[config.mk]
export PLATFORM = sky130hd
export DESIGN_NAME = cmpcr_unit
export DESIGN_NICKNAME = d
export VERILOG_FILES = /design/src/rtl/cmpcr_pkg.sv /design/src/rtl/cmp_operand_sel.sv /design/src/rtl/cmp_order.sv /design/src/rtl/cr_field_merge.sv /design/src/rtl/cmpcr_unit.sv
export SDC_FILE = /design/constraint.sdc
export NUM_CORES = 1
export LEC_CHECK = 0
export ABC_CLOCK_PERIOD_IN_PS = 7050
export BUFFER_PORTS_ARGS = -buffer_cell sky130_fd_sc_hd__buf_2
export CAP_MARGIN = 20
export CORE_UTILIZATION = 56
export CTS_CLUSTER_SIZE = 25
export DETAILED_ROUTE_END_ITERATION = 12
export GPL_TIMING_DRIVEN = 0
export PLACE_DENSITY = 0.88
export SLEW_MARGIN = 20
export SYNTH_ARGS = -nofsm -noshare
export SYNTH_HDL_FRONTEND = slang
export SYNTH_HIERARCHICAL = 1
export SYNTH_SLANG_ARGS = --single-unit
[constraint.sdc]
create_clock -name clk -period 7.05 [get_ports clk]
set_input_delay 0.705 -clock clk [delete_from_list [all_inputs] [get_ports clk]]
set_output_delay 0.705 -clock clk [all_outputs]
set_load 0.02 [all_outputs]
[src/rtl/cmpcr_pkg.sv]
package cmpcr_pkg;
  localparam int OPC_W = 6;
  localparam int XO_W  = 10;

  localparam logic [OPC_W-1:0] OPC_XFORM = 6'd31;
  localparam logic [OPC_W-1:0] OPC_SIMM  = 6'd11;
  localparam logic [OPC_W-1:0] OPC_UIMM  = 6'd10;
  localparam logic [XO_W-1:0]  XO_SREG   = 10'd0;
  localparam logic [XO_W-1:0]  XO_UREG   = 10'd32;

  typedef struct packed {
    logic known;
    logic signed_ord;
    logic use_imm;
  } cmp_dec_t;

  function automatic cmp_dec_t cmp_decode(logic [OPC_W-1:0] opc, logic [XO_W-1:0] xo);
    cmp_dec_t d;
    d = '0;
    if (opc == OPC_XFORM && xo == XO_SREG) begin
      d.known = 1'b1; d.signed_ord = 1'b1;
    end else if (opc == OPC_XFORM && xo == XO_UREG) begin
      d.known = 1'b1;
    end else if (opc == OPC_SIMM) begin
      d.known = 1'b1; d.signed_ord = 1'b1; d.use_imm = 1'b1;
    end else if (opc == OPC_UIMM) begin
      d.known = 1'b1; d.use_imm = 1'b1;
    end
    return d;
  endfunction
endpackage

[src/rtl/cmp_operand_sel.sv]
module cmp_operand_sel #(
  parameter int XLEN  = 64,
  parameter int IMM_W = 16
) (
  input  logic [XLEN-1:0]  ra,
  input  logic [XLEN-1:0]  rb,
  input  logic [IMM_W-1:0] imm,
  input  logic             wide,
  input  logic             signed_ord,
  input  logic             use_imm,
  output logic [XLEN-1:0]  opa,
  output logic [XLEN-1:0]  opb
);
  localparam int HALF = XLEN / 2;

  function automatic logic [XLEN-1:0] narrow(logic [XLEN-1:0] x, logic sx);
    return {{HALF{sx & x[HALF-1]}}, x[HALF-1:0]};
  endfunction

  logic [XLEN-1:0] imm_ext;

  always_comb begin
    imm_ext = {{(XLEN-IMM_W){signed_ord & imm[IMM_W-1]}}, imm};
    opa = wide ? ra : narrow(ra, signed_ord);
    if (use_imm)   opb = imm_ext;
    else if (wide) opb = rb;
    else           opb = narrow(rb, signed_ord);
  end
endmodule

[src/rtl/cmp_order.sv]
module cmp_order #(
  parameter int XLEN = 64
) (
  input  logic [XLEN-1:0] opa,
  input  logic [XLEN-1:0] opb,
  input  logic            signed_ord,
  output logic            lt,
  output logic            gt,
  output logic            eq
);
  always_comb begin
    eq = (opa == opb);
    if (signed_ord) lt = $signed(opa) < $signed(opb);
    else            lt = opa < opb;
    gt = !lt && !eq;
  end
endmodule

[src/rtl/cr_field_merge.sv]
module cr_field_merge #(
  parameter int NFIELDS = 8,
  parameter int FIELD_W = 4,
  localparam int IDX_W  = $clog2(NFIELDS),
  localparam int CR_W   = NFIELDS * FIELD_W
) (
  input  logic [CR_W-1:0]    cr_q,
  input  logic [IDX_W-1:0]   idx,
  input  logic [FIELD_W-1:0] field,
  output logic [CR_W-1:0]    cr_d
);
  for (genvar k = 0; k < NFIELDS; k++) begin : g_field
    assign cr_d[(NFIELDS-1-k)*FIELD_W +: FIELD_W] =
      (idx == IDX_W'(k)) ? field : cr_q[(NFIELDS-1-k)*FIELD_W +: FIELD_W];
  end
endmodule

[src/rtl/cmpcr_unit.sv]
module cmpcr_unit
  import cmpcr_pkg::*;
#(
  parameter int XLEN    = 64,
  parameter int IMM_W   = 16,
  parameter int NFIELDS = 8,
  parameter int FIELD_W = 4,
  localparam int IDX_W  = $clog2(NFIELDS),
  localparam int CR_W   = NFIELDS * FIELD_W
) (
  input  logic             clk,
  input  logic             rst,
  input  logic             valid_i,
  input  logic [5:0]       opcd_i,
  input  logic [9:0]       xo_i,
  input  logic [XLEN-1:0]  ra_i,
  input  logic [XLEN-1:0]  rb_i,
  input  logic [IMM_W-1:0] imm_i,
  input  logic [IDX_W-1:0] bf_i,
  input  logic             len_i,
  input  logic             so_i,
  output logic [CR_W-1:0]  cr_o
);
  cmp_dec_t        dec;
  logic [XLEN-1:0] opa, opb;
  logic            lt, gt, eq;
  logic [CR_W-1:0] cr_q, cr_d;

  assign dec = cmp_decode(opcd_i, xo_i);

  cmp_operand_sel #(.XLEN(XLEN), .IMM_W(IMM_W)) u_sel (
    .ra(ra_i), .rb(rb_i), .imm(imm_i), .wide(len_i),
    .signed_ord(dec.signed_ord), .use_imm(dec.use_imm),
    .opa(opa), .opb(opb)
  );

  cmp_order #(.XLEN(XLEN)) u_ord (
    .opa(opa), .opb(opb), .signed_ord(dec.signed_ord),
    .lt(lt), .gt(gt), .eq(eq)
  );

  cr_field_merge #(.NFIELDS(NFIELDS), .FIELD_W(FIELD_W)) u_merge (
    .cr_q(cr_q), .idx(bf_i), .field({lt, gt, eq, so_i}), .cr_d(cr_d)
  );

  always_ff @(posedge clk) begin
    if (rst)                        cr_q <= '0;
    else if (valid_i && dec.known)  cr_q <= cr_d;
  end

  assign cr_o = cr_q;
endmodule

==> impl_metrics.tcl <==
set metrics [dict create \
    syn_nets 1041 \
    yosys.area.top_type "ha_1" \
    cp-end-kind "flop" \
    dr.pass1.iters 5 \
    synth-simple-area-share 0.3912 \
    die_x_um 102.2 \
    grt_usage 0.3153 \
    cts_made_buffers 5 \
    vias 6302 \
    io_pins 200 \
    finalCritPeriodShare 0.7936 \
    setup_viol 0 \
    cts.clk_slew.worst_paths_ns 0.07 \
    synthFlopType "dfxtp_1" \
    ys_async_sr_fraction 0 \
    period_needed_ns 5.595 \
    ys_types 46 \
    synth_seq_cells 32 \
    cts.path.max_buffers 2 \
    final-hold-violation-count 0 \
    syn_area_um2 5623 \
    hp-class "flop to flop" \
    synthXorXnorAreaFrac 0.001558 \
    largest_reg_flops 32 \
    drive_above_1_share 0.3042 \
    path_max_fanout 12 \
    synth_top_family_by_area "simple AND/OR/NAND/NOR gates" \
    yosysWarnings 6 \
    tritoncts "built" \
    synthTopCellsByArea "ha_1 (14%), dfxtp_1 (11%), nand2_1 (9.7%)" \
    grt_max_degree 13 \
    muxShareOfSynthArea 0.09791 \
    yosysSeqAreaShare 0.1139 \
    skew_ns 0 \
    syn_area_per_cell_um2 6.950 \
    synth_compound_area_frac 0.09746 \
    start_kind "input port" \
    n_antenna_cell 0 \
    final_common_cell "buf_2" \
    ir_worst_vdd_mv 0.07365 \
    cts_sinks 32 \
    syn_inst 809 \
    wire_per_inst_um 14.80 \
    p_leak_nw 3.586 \
    postCtsSetupBuffers 0 \
    postCtsHoldBufs 0 \
    crit_type "input port to flop" \
    drtIter0Drc 289 \
    cts-resized-gates 0 \
    cap_violations 0 \
    final_cell_mix "buf_2 (189), nand2_1 (145), inv_1 (82), nand3_1 (74), ha_1 (64)" \
    yosys.area.top_type_share 0.1424 \
    setup_slack_ns 1.455 \
    core_um2 9774 \
    vias_per_cell 5.647 \
    rsz0062_at_grt "false" \
    synth-edff-count 0 \
    pwr_density_cell_nw_per_um2 86.61 \
    setup-tns-final_ns 0 \
    drc_errors 0 \
    fp.dieH_um 102.2 \
    port_buffers 167 \
    antenna_left 0 \
    overflow 0 \
    maxSlewViolCount 0 \
    die_area_um2 10450 \
    fin_nets 1215 \
    nFillCells 905 \
    wl_mm 16.52 \
    dp_hpwl_mm 12.75 \
    rows 36 \
    place_ws_ns 1.228 \
    slew_headroom 0.3996 \
    place_congestion 0.8771 \
    status "completed" \
    required_ns 7.29 \
    antenna_found_initial 0 \
    yosys.area_share.adder 0.1424 \
    syn2layout_area_growth_pct 19.54 \
    htreeDepth 2 \
    grt_pass1_vias 5857 \
    cts_root_buf "clkbuf_8" \
    clock.fmax_mhz 178.7 \
    grt_pass1_wl_mm 26.54 \
    start_util 0.5753 \
    clkLatencyLatePin_ns 0.29 \
    worst_pin_slew_ns 0.8756 \
    cp_data_arrival_time_ns 5.84 \
]
==> cell type report <==
type                            instances  area, µm²  area share
Sequential cell                        32      640.6     0.09531
Multi-Input combinational cell        606       4108      0.6111
Timing Repair Buffer                  167      835.8      0.1243
Inverter                               82      307.8     0.04579
Buffer                                 89      566.8     0.08433
Tap cell                              133      166.4     0.02476
Clock buffer                            7      96.34     0.01433
==> per-stage QoR <==
step / cell area [µm²] / util / cells / total power (W) / hold WS (ns)
finish: 6721 / 0.6877 / 1116 / 0.0005822 / 0.5924
global route: 6721 / 0.6877 / 1116 / 0.0006199 / 0.6135
CTS: 6721 / 0.6877 / 1116 / 0.0005801 / 0.5897
detailed placement: 6625 / 0.6778 / 1109 / 0.0004204 / 0.5772
global placement: 6625 / 0.6778 / 1109 / 0.0004143 / 0.5705
floorplan: 5623 / - / 809 / 0.0003398 / 0.6471
==> worst paths after layout <==
path / start / slack [ns] / endpoint / cells past startpoint
worst max-delay path: opcd_i[5] / 1.46 / cr_o[26] / 25
worst min-delay path: cr_o[25] / 0.59 / cr_o[25] / 2
worst max register to register: cr_o[0] / 5.93 / cr_o[0] / 5
worst min register to register: cr_o[25] / 0.59 / cr_o[25] / 2
==> power breakdown <==
part	internal, W	switching (W)
registers	0.000181	0.000000430
clock network	0.0000870	0.0000749
logic	0.000113	0.000125
==> critical path: stages <==
cell	delay (ns)
buf_2	0.10
and3b_1	0.23
nor3b_4	0.31
buf_6	0.19
buf_6	0.14
buf_2	0.27
buf_6	0.21
nand3_4	0.09
buf_6	0.15
buf_6	0.14
nand3_1	0.08
inv_1	0.04
ha_1	0.30
nand4_1	0.17
nor3_1	0.10
a221oi_1	0.27
o21ai_0	0.15
a2111oi_0	0.56
o21ai_1	0.21
mux2i_1	0.72
mux2_2	0.29
nand2_1	0.05
nor2_1	0.15
a21oi_1	0.09
nand3_1	0.08
==> cells by family (layout without fill, tap and decap cells) <==
| kind of cell | Yosys count | count (layout) |
|---|---|---|
| DFF | 32 | 32 |
| adders and majority gates | 64 | 64 |
| muxes | 49 | 49 |
| buffers and inverters | 171 | 345 |
| and+or+nand+nor | 395 | 395 |
| AOI/OAI and AO/OA | 97 | 97 |
| xor gates and xnor gates | 1 | 1 |
==> synth_stat cells (2+ instances only) <==
| master | instances |
|---|---|
| ha_1 | 64 |
| buf_6 | 10 |
| nand3_1 | 74 |
| a21oi_1 | 55 |
| clkbuf_2 | 2 |
| buf_2 | 22 |
| or4b_1 | 32 |
| nand2_1 | 145 |
| dfxtp_1 | 32 |
| buf_1 | 2 |
| o21ai_1 | 5 |
| nor3b_1 | 32 |
| buf_4 | 34 |
| nor3_1 | 5 |
| nand3b_1 | 36 |
| a21o_1 | 4 |
| o21ai_0 | 20 |
| and4_1 | 5 |
| a221oi_1 | 4 |
| nor4b_1 | 3 |
| nand4_1 | 12 |
| mux2_2 | 48 |
| clkbuf_1 | 19 |
| nor2_1 | 39 |
| nor3b_2 | 3 |
| inv_1 | 82 |
==> per-layer routing <==
layer / GRT usage / wire [µm] / vias to the layer above
met5: 0 / 0 / -
met4: 0.1187 / 451 / 0
met3: 0.05472 / 1209 / 46
met2: 0.5529 / 7884 / 264
met1: 0.3837 / 6972 / 2866
li1: - / - / 3126
Note: power is estimated with default switching activity, not from simulation.
